===== src/rtl/call_seq_pkg.sv =====
package call_seq_pkg;

    localparam int AW = 16;
    localparam int DW = 8;

    typedef enum logic [2:0] {
        PH_IDLE   = 3'd0,
        PH_OPC    = 3'd1,
        PH_TLO    = 3'd2,
        PH_DUMMY  = 3'd3,
        PH_PUSH_H = 3'd4,
        PH_PUSH_L = 3'd5,
        PH_THI    = 3'd6
    } phase_e;

    typedef struct packed {
        logic [AW-1:0] addr;
        logic          rd;
        logic [DW-1:0] wdata;
    } bus_t;

    function automatic logic [AW-1:0] stack_addr(input logic [DW-1:0] page,
                                                 input logic [DW-1:0] s);
        return {page, s};
    endfunction

    function automatic phase_e phase_after(input phase_e p);
        case (p)
            PH_OPC:    return PH_TLO;
            PH_TLO:    return PH_DUMMY;
            PH_DUMMY:  return PH_PUSH_H;
            PH_PUSH_H: return PH_PUSH_L;
            PH_PUSH_L: return PH_THI;
            default:   return PH_IDLE;
        endcase
    endfunction

endpackage


===== src/rtl/call_seq_ctl.sv =====
module call_seq_ctl
    import call_seq_pkg::*;
(
    input  logic   clk,
    input  logic   rst,
    input  logic   start,
    output phase_e phase,
    output logic   done
);
    phase_e phase_q;
    logic   done_q;

    always_ff @(posedge clk) begin
        if (rst) begin
            phase_q <= PH_IDLE;
            done_q  <= 1'b0;
        end else begin
            done_q <= (phase_q == PH_THI);
            if (phase_q == PH_IDLE)
                phase_q <= start ? PH_OPC : PH_IDLE;
            else
                phase_q <= phase_after(phase_q);
        end
    end

    assign phase = phase_q;
    assign done  = done_q;


    done_after_last_chk: assert property (@(posedge clk) disable iff (rst)
        (phase_q == PH_THI) |=> (done_q && phase_q == PH_IDLE));


    busy_advances_chk: assert property (@(posedge clk) disable iff (rst)
        (phase_q == PH_TLO) |=> (phase_q == PH_DUMMY));


    launch_chk: assert property (@(posedge clk) disable iff (rst)
        (phase_q == PH_IDLE && start) |=> (phase_q == PH_OPC));

endmodule


===== src/rtl/call_seq_regs.sv =====
module call_seq_regs
    import call_seq_pkg::*;
#(
    parameter logic [AW-1:0] PC_RESET = 16'h8000,
    parameter logic [DW-1:0] SP_RESET = 8'hFD
) (
    input  logic          clk,
    input  logic          rst,
    input  phase_e        phase,
    input  logic [DW-1:0] din,
    output logic [AW-1:0] pc,
    output logic [DW-1:0] sp
);
    logic [AW-1:0] pc_q;
    logic [DW-1:0] sp_q;
    logic [DW-1:0] lo_q;

    always_ff @(posedge clk) begin
        if (rst) begin
            pc_q <= PC_RESET;
            sp_q <= SP_RESET;
            lo_q <= '0;
        end else begin
            case (phase)
                PH_OPC:    pc_q <= pc_q + 1'b1;
                PH_TLO: begin
                    lo_q <= din;
                    pc_q <= pc_q + 1'b1;
                end
                PH_PUSH_H,
                PH_PUSH_L: sp_q <= sp_q - 1'b1;
                PH_THI:    pc_q <= {din, lo_q};
                default: ;
            endcase
        end
    end

    assign pc = pc_q;
    assign sp = sp_q;


    dummy_keeps_sp_chk: assert property (@(posedge clk) disable iff (rst)
        (phase == PH_DUMMY) |=> $stable(sp_q));


    push_dec_chk: assert property (@(posedge clk) disable iff (rst)
        (phase == PH_PUSH_H) |=> (sp_q == $past(sp_q) - 8'd1));


    target_load_chk: assert property (@(posedge clk) disable iff (rst)
        (phase == PH_THI) |=> (pc_q[15:8] == $past(din)));

endmodule


===== src/rtl/call_seq_bus.sv =====
module call_seq_bus
    import call_seq_pkg::*;
#(
    parameter logic [DW-1:0] STACK_PAGE = 8'h01
) (
    input  phase_e        phase,
    input  logic [AW-1:0] pc,
    input  logic [DW-1:0] sp,
    output bus_t          bus
);
    always_comb begin
        bus.addr  = pc;
        bus.rd    = 1'b1;
        bus.wdata = '0;
        case (phase)
            PH_DUMMY:  bus.addr = stack_addr(STACK_PAGE, sp);
            PH_PUSH_H: begin
                bus.addr  = stack_addr(STACK_PAGE, sp);
                bus.rd    = 1'b0;
                bus.wdata = pc[AW-1:DW];
            end
            PH_PUSH_L: begin
                bus.addr  = stack_addr(STACK_PAGE, sp);
                bus.rd    = 1'b0;
                bus.wdata = pc[DW-1:0];
            end
            default: ;
        endcase
    end
endmodule


===== src/rtl/call_seq_top.sv =====
module call_seq_top
    import call_seq_pkg::*;
#(
    parameter logic [15:0] PC_RESET   = 16'h8000,
    parameter logic [7:0]  SP_RESET   = 8'hFD,
    parameter logic [7:0]  STACK_PAGE = 8'h01
) (
    input  logic        clk,
    input  logic        rst,
    input  logic        start,
    input  logic [7:0]  din,
    output logic [15:0] addr,
    output logic        rd_wr_n,
    output logic [7:0]  dout,
    output logic        done,
    output logic [15:0] pc,
    output logic [7:0]  sp
);
    phase_e phase;
    bus_t   bus;

    call_seq_ctl u_ctl (
        .clk   (clk),
        .rst   (rst),
        .start (start),
        .phase (phase),
        .done  (done)
    );

    call_seq_regs #(.PC_RESET(PC_RESET), .SP_RESET(SP_RESET)) u_regs (
        .clk   (clk),
        .rst   (rst),
        .phase (phase),
        .din   (din),
        .pc    (pc),
        .sp    (sp)
    );

    call_seq_bus #(.STACK_PAGE(STACK_PAGE)) u_bus (
        .phase (phase),
        .pc    (pc),
        .sp    (sp),
        .bus   (bus)
    );

    assign addr    = bus.addr;
    assign rd_wr_n = bus.rd;
    assign dout    = bus.wdata;


    write_in_page_chk: assert property (@(posedge clk) disable iff (rst)
        !rd_wr_n |-> (addr[15:8] == STACK_PAGE));


    dout_quiet_chk: assert property (@(posedge clk) disable iff (rst)
        rd_wr_n |-> (dout == 8'h00));


    write_pair_chk: assert property (@(posedge clk) disable iff (rst)
        $fell(rd_wr_n) |=> !rd_wr_n);

endmodule


===== config.mk =====
export PLATFORM = sky130hd
export DESIGN_NAME = call_seq_top
export DESIGN_NICKNAME = d
export VERILOG_FILES = /design/src/rtl/call_seq_pkg.sv /design/src/rtl/call_seq_ctl.sv /design/src/rtl/call_seq_regs.sv /design/src/rtl/call_seq_bus.sv /design/src/rtl/call_seq_top.sv
export SDC_FILE = /design/constraint.sdc
export NUM_CORES = 1
export LEC_CHECK = 0
export BUFFER_PORTS_ARGS = -buffer_cell sky130_fd_sc_hd__buf_2
export CAP_MARGIN = 20
export CORE_MARGIN = 2
export CORE_UTILIZATION = 52
export DETAILED_ROUTE_END_ITERATION = 16
export PLACE_DENSITY = 0.79
export SLEW_MARGIN = 30
export SYNTH_ARGS = -nofsm -noshare
export SYNTH_HDL_FRONTEND = slang
export SYNTH_HIERARCHICAL = 1
export SYNTH_SLANG_ARGS = --single-unit

===== constraint.sdc =====
create_clock -name clk -period 2.4 [get_ports clk]
set_input_delay 0.48 -clock clk [delete_from_list [all_inputs] [get_ports clk]]
set_output_delay 0.48 -clock clk [all_outputs]
set_load 0.02 [all_outputs]

==> results.cfg, run 1 <==
[timing]
fin_crit_sh_pct = 96.0
clock_skew_ns = 0.00478
period_minus_slack_ns = 2.30
setup_ws_ns = 0.0963
rsz0062_at_grt = no
slew_viol_final = 0
fmax_mhz = 434
relSlewSlack_pct = 60.2
tns_ns = 0
setup_viol = 0
hold_violations = 0
tightest_slew_ns = 0.597

[floorplan]
initial_utilization_pct = 54.8
die_area_um2 = 4810
core_area_um2 = 4060
die_x_um = 69.4
io_pins = 61
die_h_um = 69.4
rows = 23

[clock_network]
cts_max_path_buffers = 2
cts_tree = built
clock_latency_ns = 0.29
ctsHoldBuffers = 0
clkTransAtPathRegs_ns = 0.07
postCtsSetupBuffers = 0
cts_buffers = 5
numClockSinks = 36
htree_levels = 2
cts_root_buffer = clkbuf_8
cts_resized = 0

[route]
wl_per_cell_um = 16.4
vias = 2334
viasPerCell = 6.08
ant_nets = 0
drtIter0Drc = 196
drtPass1Iterations = 5
wl_um = 6310
drc_errors = 0

[synthesis]
synth_seq_area_share_pct = 32.4
syn_area_um2 = 2220
ys_seq_elements = 36
yosys_warnings = 6
synth_cell_types = 56
synth_area_per_cell_um2 = 8.20
synth-edff-count = 0
syn_inst = 271
synth_ff_type = dfxtp_1
synthArstFlopShare_pct = 0
syn_nets = 285

[placed_design]
pre_cts_slack_ns = 0.423
gp_congestion = 0.865
placement.io_buffers = 60
place_hpwl_um = 4370

[setup_path]
crit_slowest_cell = dfxtp_1
cp.required_ns = 1.92
worst_path_largest_cell_delay_ns = 0.63
crit_arrival_ns = 1.82
cp-start-kind = flop
endpoint_kind = output port
worstPathMaxFanout = 12
worstPathCellList = nand2_4 > o21ai_4 > mux2_2 > buf_2
path_class = flop to output port

[flow_run]
maxCapViolCount = 0

[grt]
grt_usage_pct = 25.7
grt_pass1_vias = 2048
gr-total-overflow = 0
grt_max_degree = 39
antenna_found_initial = 0
grt_pass1_wl_um = 9890

[min_path]
min-delay-path-class = input port to flop

[layout]
fin_nets = 347
antennaDiodeCount = 0
final_common_cell = buf_2
syn_to_final_growth_pct = 20.7
drive_above_1_share_pct = 28.7
mostFrequentLayoutCells = 60 x buf_2, 36 x dfxtp_1, 30 x nor2_1, 23 x nand2_1

[status]
status = complete, no violations

[power]
report.power.total_uw = 1300
peakVddDrop_mv = 0.344
p_per_area_nw_per_um2 = 486
power.leakage_uw = 0.00111
==> flip-flops by register name (all words and copies together), names as in the netlist <==
register and flops:
u_regs/sp 8, u_regs/lo_q 8, u_ctl/phase 3, u_ctl/done 1
u_regs/pc 16
==> worst max-delay path, delay by kind of cell, from the launching register on <==
family	cells	cell delay (ns)
flops	1	0.63
simple gates	1	0.10
buf+inv	1	0.16
compound gates	1	0.27
mux	1	0.38
==> power by group <==
| part | switching [uW] | leakage, uW | internal [uW] |
|---|---|---|---|
| combinational | 91.0 | 0.000765 | 56.7 |
| clock | 217 | 0.0000552 | 308 |
| sequential | 21.9 | 0.000291 | 609 |
| total | 330 | 0.00111 | 974 |
==> metrics by stage <==
step                area, um2  hold WS, ns  util [%]  instances
global route             2680        0.445      66.1        384
floorplan                2220        0.450         -        271
CTS                      2680        0.438      66.1        384
finish                   2680        0.441      66.1        384
detailed placement       2570        0.474      63.5        376
global placement         2570        0.464      63.5        376
==> cell type report <==
| class | instances | area [um2] |
|---|---|---|
| clock buffers | 6 | 72.6 |
| multi-input cells | 212 | 1380 |
| flip-flops and latches | 36 | 721 |
| inverters | 7 | 26.3 |
| well taps | 50 | 62.6 |
| clock inverters | 2 | 35.0 |
| fillers | 360 | 1380 |
| repair buffers | 71 | 383 |
==> cell usage after synthesis, types with 2 or more instances <==
library cell   n  area, um2
nand2_1       23       86.3
nand4_1        4       25.0
nand3b_1       2       15.0
a31o_2         2       17.5
mux2_2         8       90.1
clkbuf_1       9       33.8
o32ai_1        2       17.5
a21oi_1       17       85.1
xnor2_1        4       35.0
nor4_1         3       18.8
nor3_1         5       25.0
nand2b_1       7       43.8
and2_1         8       50.1
xor2_1         4       35.0
or3_1          3       18.8
a311o_1        2       20.0
a311oi_1       2       17.5
a21o_1         2       15.0
dfxtp_1       36        721
nor2_1        30        113
inv_1          7       26.3
nand3_1       12       60.1
buf_2          2       10.0
ha_1           3       37.5
o211ai_1       2       15.0
a31oi_1        3       18.8
a211oi_1       5       37.5
mux2i_1        9       90.1
nor3b_1        2       15.0
nor2b_1        2       12.5
and3_1         4       25.0
or4_1          2       15.0
o21a_1         2       15.0
buf_6          4       45.0
o21ai_0       17       85.1
a221oi_1       2       17.5
==> metal layers <==
| layer | routed length [um] | up-vias | global-route usage, % |
|---|---|---|---|
| li1 | - | 1116 | - |
| met1 | 2690 | 1071 | 32.0 |
| met2 | 2990 | 135 | 44.6 |
| met3 | 573 | 12 | 5.96 |
| met4 | 50 | 0 | 6.54 |
| met5 | 0 | - | 0 |
==> final timing paths <==
kind / startpoint / to / slack, ns / depth (start not counted)
worst max-delay path: u_ctl/phase[0]$_SDFF_PP0_ / addr[7] / 0.1 / 4
worst min-delay path: din[3] / u_regs/lo_q[3]$_SDFFE_PP0N_ / 0.44 / 3
worst max register to register: u_ctl/phase[0]$_SDFF_PP0_ / u_regs/pc[15]$_SDFFE_PP1P_ / 0.39 / 4
worst min register to register: u_regs/lo_q[7]$_SDFFE_PP0N_ / u_regs/lo_q[7]$_SDFFE_PP0N_ / 0.48 / 2
==> cells by family after synthesis <==
| group | Yosys count | share of synthesized area [%] |
|---|---|---|
| simple gates | 116 | 27.3 |
| compound gates | 68 | 21.9 |
| fa+ha+maj | 3 | 1.69 |
| buf+inv | 23 | 5.40 |
| xor+xnor | 8 | 3.15 |
| mux | 17 | 8.10 |
| flops | 36 | 32.4 |
Power figures use the tool's default switching activity.
==> run 2: changes to the inputs <==
--- a/config.mk
+++ b/config.mk
@@ -7,10 +7,13 @@
 export LEC_CHECK = 0
 export BUFFER_PORTS_ARGS = -buffer_cell sky130_fd_sc_hd__buf_2
 export CAP_MARGIN = 20
+export CELL_PAD_IN_SITES_DETAIL_PLACEMENT = 0
+export CELL_PAD_IN_SITES_GLOBAL_PLACEMENT = 1
 export CORE_MARGIN = 2
-export CORE_UTILIZATION = 52
+export CORE_UTILIZATION = 38
 export DETAILED_ROUTE_END_ITERATION = 16
-export PLACE_DENSITY = 0.79
+export PLACE_DENSITY = 0.8
+export REMOVE_ABC_BUFFERS = 1
 export SLEW_MARGIN = 30
 export SYNTH_ARGS = -nofsm -noshare
 export SYNTH_HDL_FRONTEND = slang
==> constraint.sdc (replaced) <==
create_clock -name clk -period 2.6 [get_ports clk]
set_input_delay 0.52 -clock clk [delete_from_list [all_inputs] [get_ports clk]]
set_output_delay 0.52 -clock clk [all_outputs]
set_load 0.02 [all_outputs]
==> run 2 against run 1 <==
  * Sequential power down 7.3%
  * Non-clock buffer count shrank 3
  * Sequential cell count did not move
  * Critical path depth did not move
  * Utilization decreased by 18 points
  * Largest power group unchanged
==> results.cfg, run 2 (synthesis gave the netlist of run 1 again) <==
[timing]
relSlewSlack_pct = 54.8
clock_skew_ns = 0.00571
fin_crit_sh_pct = 91.5
setup_ws_ns = 0.220
tns_ns = 0
slew_viol_final = 0
tightest_slew_ns = 0.676
period_minus_slack_ns = 2.38
rsz0062_at_grt = no
setup_viol = 0
hold_violations = 0
fmax_mhz = 420

[route]
ant_nets = 0
drtPass1Iterations = 4
drc_errors = 0
viasPerCell = 5.60
vias = 2256
wl_um = 6560
drtIter0Drc = 182
wl_per_cell_um = 16.3

[setup_path]
reg2reg_to = u_regs/pc[15]$_SDFFE_PP1P_
crit_arrival_ns = 1.86
cp.required_ns = 2.08
path_class = flop to output port
endpoint_kind = output port
r2r-start = u_ctl/phase[0]$_SDFF_PP0_
rr_worst_depth = 5
worstPathMaxFanout = 13
critPathCapture = addr[2]
cp-start-kind = flop
crit_path_start = u_ctl/phase[0]$_SDFF_PP0_
reg2reg_slack_ns = 0.48

[clock_network]
htree_levels = 2
clkTransAtPathRegs_ns = 0.07
cts_buffers = 5
cts_root_buffer = clkbuf_8
clock_latency_ns = 0.29
numClockSinks = 36
cts_tree = built
postCtsSetupBuffers = 0
cts_resized = 0
ctsHoldBuffers = 0
cts_max_path_buffers = 2

[layout]
final_util_pct = 47.9
syn_to_final_growth_pct = 20.1
multi_input_area_um2 = 1380
antennaDiodeCount = 0
fin_area_um2 = 2670
final_common_cell = buf_2
largest_register_ff_count = 16
fin_nets = 344
drive_above_1_share_pct = 27.8
ff_latch_area_um2 = 721
mostFrequentLayoutCells = 60 x buf_2, 36 x dfxtp_1, 30 x nor2_1, 23 x nand2_1
fillers = 547

[floorplan]
initial_utilization_pct = 39.9
rows = 27
die_x_um = 80.5
io_pins = 61
die_area_um2 = 6480
die_h_um = 80.5
core_area_um2 = 5570

[placed_design]
gp_congestion = 0.836
pre_cts_slack_ns = 0.530
place_hpwl_um = 4740
placed_area_um2 = 2580
placement.io_buffers = 60

[grt]
grt_max_degree = 39
grt_pass1_vias = 2003
antenna_found_initial = 0
grt_usage_pct = 20.8
gr-total-overflow = 0
grt_pass1_wl_um = 10300

[flow_run]
maxCapViolCount = 0

[min_path]
min-delay-path-class = input port to flop
holdCritStartpoint = din[2]

[power]
p_per_area_nw_per_um2 = 425
report.power.total_uw = 1130
peakVddDrop_mv = 0.264
power.leakage_uw = 0.00109

[status]
status = complete, no violations
==> run 2: changes by cell type in the layout (fill, tap and decap cells not counted) <==
cell,before,now
buf_4,11,8
bufinv_16,1,0
clkbuf_1,1,2
clkbuf_8,5,6
clkinv_2,1,0
==> run 2: final cells by class <==
cell class | count | share of cell area, %
multi-input combinational | 212 | 51.8
sequential | 36 | 27.0
inverter | 7 | 0.984
tap | 72 | 3.37
clock buffer | 8 | 3.37
timing repair buffer | 68 | 13.5
==> run 2: power breakdown <==
group	switching, uW	internal [uW]
Clock	196	216
Sequential	22.4	562
Combinational	83.6	54.6
Total	302	833
==> run 2: through the flow <==
step / std cells / hold WS [ns]
after global routing: 403 / 0.484
after CTS: 403 / 0.473
after floorplan: 255 / 0.444
final: 403 / 0.480
after global placement: 395 / 0.464
after detailed placement: 395 / 0.473
==> run 2: layer usage <==
| metal | GRT usage (%) | share of wire [%] | vias to the layer above |
|---|---|---|---|
| li1 | - | - | 1107 |
| met1 | 28.1 | 45 | 1042 |
| met2 | 32.6 | 45 | 95 |
| met3 | 3.93 | 7.9 | 12 |
| met4 | 8.14 | 2.0 | 0 |
| met5 | 0 | 0 | - |
==> run 2: worst min path at each step <==
stage                                  endpoint  cells after the start
floorplan           u_regs/lo_q[3]$_SDFFE_PP0N_                      2
global placement    u_regs/lo_q[3]$_SDFFE_PP0N_                      2
detailed placement  u_regs/lo_q[7]$_SDFFE_PP0N_                      2
finish              u_regs/lo_q[2]$_SDFFE_PP0N_                      3
global route        u_regs/lo_q[1]$_SDFFE_PP0N_                      3
CTS                 u_regs/lo_q[2]$_SDFFE_PP0N_                      3
==> run 2: critical path, cell delays in order (launching register included) <==
cell and delay, ns:
dfxtp_1 0.63, nand2_4 0.11, o21ai_4 0.29, mux2_2 0.38, buf_2 0.16
==> run 3: changes to the inputs <==
--- a/config.mk
+++ b/config.mk
@@ -10,9 +10,9 @@
 export CELL_PAD_IN_SITES_DETAIL_PLACEMENT = 0
 export CELL_PAD_IN_SITES_GLOBAL_PLACEMENT = 1
 export CORE_MARGIN = 2
-export CORE_UTILIZATION = 38
+export CORE_UTILIZATION = 41
 export DETAILED_ROUTE_END_ITERATION = 16
-export PLACE_DENSITY = 0.8
+export PLACE_DENSITY = 0.85
 export REMOVE_ABC_BUFFERS = 1
 export SLEW_MARGIN = 30
 export SYNTH_ARGS = -nofsm -noshare
==> constraint.sdc (replaced) <==
create_clock -name clk -period 2.85 [get_ports clk]
set_input_delay 0.57 -clock clk [delete_from_list [all_inputs] [get_ports clk]]
set_output_delay 0.57 -clock clk [all_outputs]
set_load 0.02 [all_outputs]
==> run 3 against run 2 <==
  * Combinational power down 13%
  * Die area down 7.0%
  * Cell count down 1.2%
  * Register-to-register slack better by 0.20 ns
  * Sequential cell count unchanged
  * Clock power down 6.1%
  * Power down 8.3%
  * Wire length down 6.0%
  * Clock-buffer cell count down 1
  * Non-clock buffer count down 3
  * Clock skew down 0.0024 ns
  * Critical path type unchanged
==> results.cfg, run 3 (synthesis gave the netlist of run 1 again) <==
[timing]
slew_viol_final = 0
period_minus_slack_ns = 2.59
clock_skew_ns = 0.00332
setup_viol = 0
hold_violations = 0
tns_ns = 0
fmax_mhz = 386
relSlewSlack_pct = 55.9
fin_crit_sh_pct = 90.8
tightest_slew_ns = 0.662
rsz0062_at_grt = no

[grt]
grt_max_degree = 25
antenna_found_initial = 0
grt_pass1_vias = 2069
grt_usage_pct = 21.2
grt_pass1_wl_um = 10300
gr-total-overflow = 0

[setup_path]
crit_slowest_cell = dfxtp_1
path_class = flop to output port
endpoint_kind = output port
cp.required_ns = 2.28
worst_path_largest_cell_delay_ns = 0.71
worstPathMaxFanout = 18
worstPathCellList = nand2b_2 > o21ai_4 > mux2_2 > buf_2
cp-start-kind = flop
crit_arrival_ns = 2.02

[clock_network]
cts_max_path_buffers = 2
clock_latency_ns = 0.29
cts_root_buffer = clkbuf_8
cts_resized = 0
clkTransAtPathRegs_ns = 0.07
htree_levels = 2
numClockSinks = 36
cts_buffers = 5
postCtsSetupBuffers = 0
cts_tree = built
ctsHoldBuffers = 0

[flow_run]
maxCapViolCount = 0

[floorplan]
die_h_um = 77.6
rows = 26
core_area_um2 = 5170
initial_utilization_pct = 43.0
die_area_um2 = 6030
io_pins = 61
die_x_um = 77.6

[min_path]
min-delay-path-class = flop to flop

[route]
drc_errors = 0
vias = 2264
viasPerCell = 5.69
wl_um = 6170
drtPass1Iterations = 4
wl_per_cell_um = 15.5
ant_nets = 0
drtIter0Drc = 218

[layout]
multi_input_area_um2 = 1380
mostFrequentLayoutCells = 60 x buf_2, 36 x dfxtp_1, 30 x nor2_1, 23 x nand2_1
fin_area_um2 = 2650
final_common_cell = buf_2
antennaDiodeCount = 0
largest_register_ff_count = 16
ff_latch_area_um2 = 721
drive_above_1_share_pct = 27.4
fillers = 504
syn_to_final_growth_pct = 19.1
fin_nets = 341

[placed_design]
placed_area_um2 = 2550
placement.io_buffers = 60
gp_congestion = 0.860
place_hpwl_um = 4340

[status]
status = complete, no violations

[power]
p_comb_share_pct = 11.5
clkPwrFrac_pct = 37.2
p_sw_share_pct = 27.3
seqPwrFrac_pct = 51.3
p_switching_uw = 284
power.leakage_uw = 0.00107
p_per_area_nw_per_um2 = 393
peakVddDrop_mv = 0.174
p_int_uw = 756
-- run 3: layout make-up --
class                      count  area share (%)
inverter                       7           0.992
multi-input combinational    212            52.2
sequential                    36            27.2
clock buffer                   7            3.26
tap                           70            3.31
clock inverter                 1           0.283
timing repair buffer          65            12.8
-- run 3: worst paths after layout --
path / from / end / slack [ns] / cells after the start
setup / recovery: u_ctl/phase[1]$_SDFF_PP0_ / addr[4] / 0.26 / 4
hold / removal: u_regs/lo_q[7]$_SDFFE_PP0N_ / u_regs/lo_q[7]$_SDFFE_PP0N_ / 0.49 / 2
setup reg to reg: u_ctl/phase[1]$_SDFF_PP0_ / u_regs/lo_q[1]$_SDFFE_PP0N_ / 0.68 / 5
hold reg to reg: u_regs/lo_q[7]$_SDFFE_PP0N_ / u_regs/lo_q[7]$_SDFFE_PP0N_ / 0.49 / 2
-- run 3: critical path, delay by kind of cell, from the launching register on --
family / cells / cell delay (ns)
DFF: 1 / 0.71
and+or+nand+nor: 1 / 0.39
muxes: 1 / 0.30
AOI/OAI and AO/OA: 1 / 0.16
buffers and inverters: 1 / 0.16
-- run 3: per-stage QoR --
step	hold WS [ns]	utilization (%)	power (uW)	setup WS (ns)	std cells
final	0.486	51.2	1040	0.262	398
after global placement	0.464	49.4	665	0.666	390
after detailed placement	0.470	49.4	664	0.595	390
after CTS	0.485	51.2	1050	0.257	398
after global routing	0.517	51.2	1090	0.0649	398
after floorplan	0.444	-	614	0.566	255
-- run 3: power by group through the flow --
stage	registers (uW)	clock network (uW)	logic (uW)
floorplan	547	0	66.8
global placement	546	0	119
detailed placement	546	0	118
CTS	534	400	119
global route	537	423	130
finish	534	387	120
-- run 3: layer usage --
layer	global-route usage (%)	vias to the layer above	part of all wire (%)
met5	0	-	0
met4	7.32	0	1.3
met3	4.07	7	6.7
met2	32.0	84	45
met1	30.2	1074	47
li1	-	1099	-
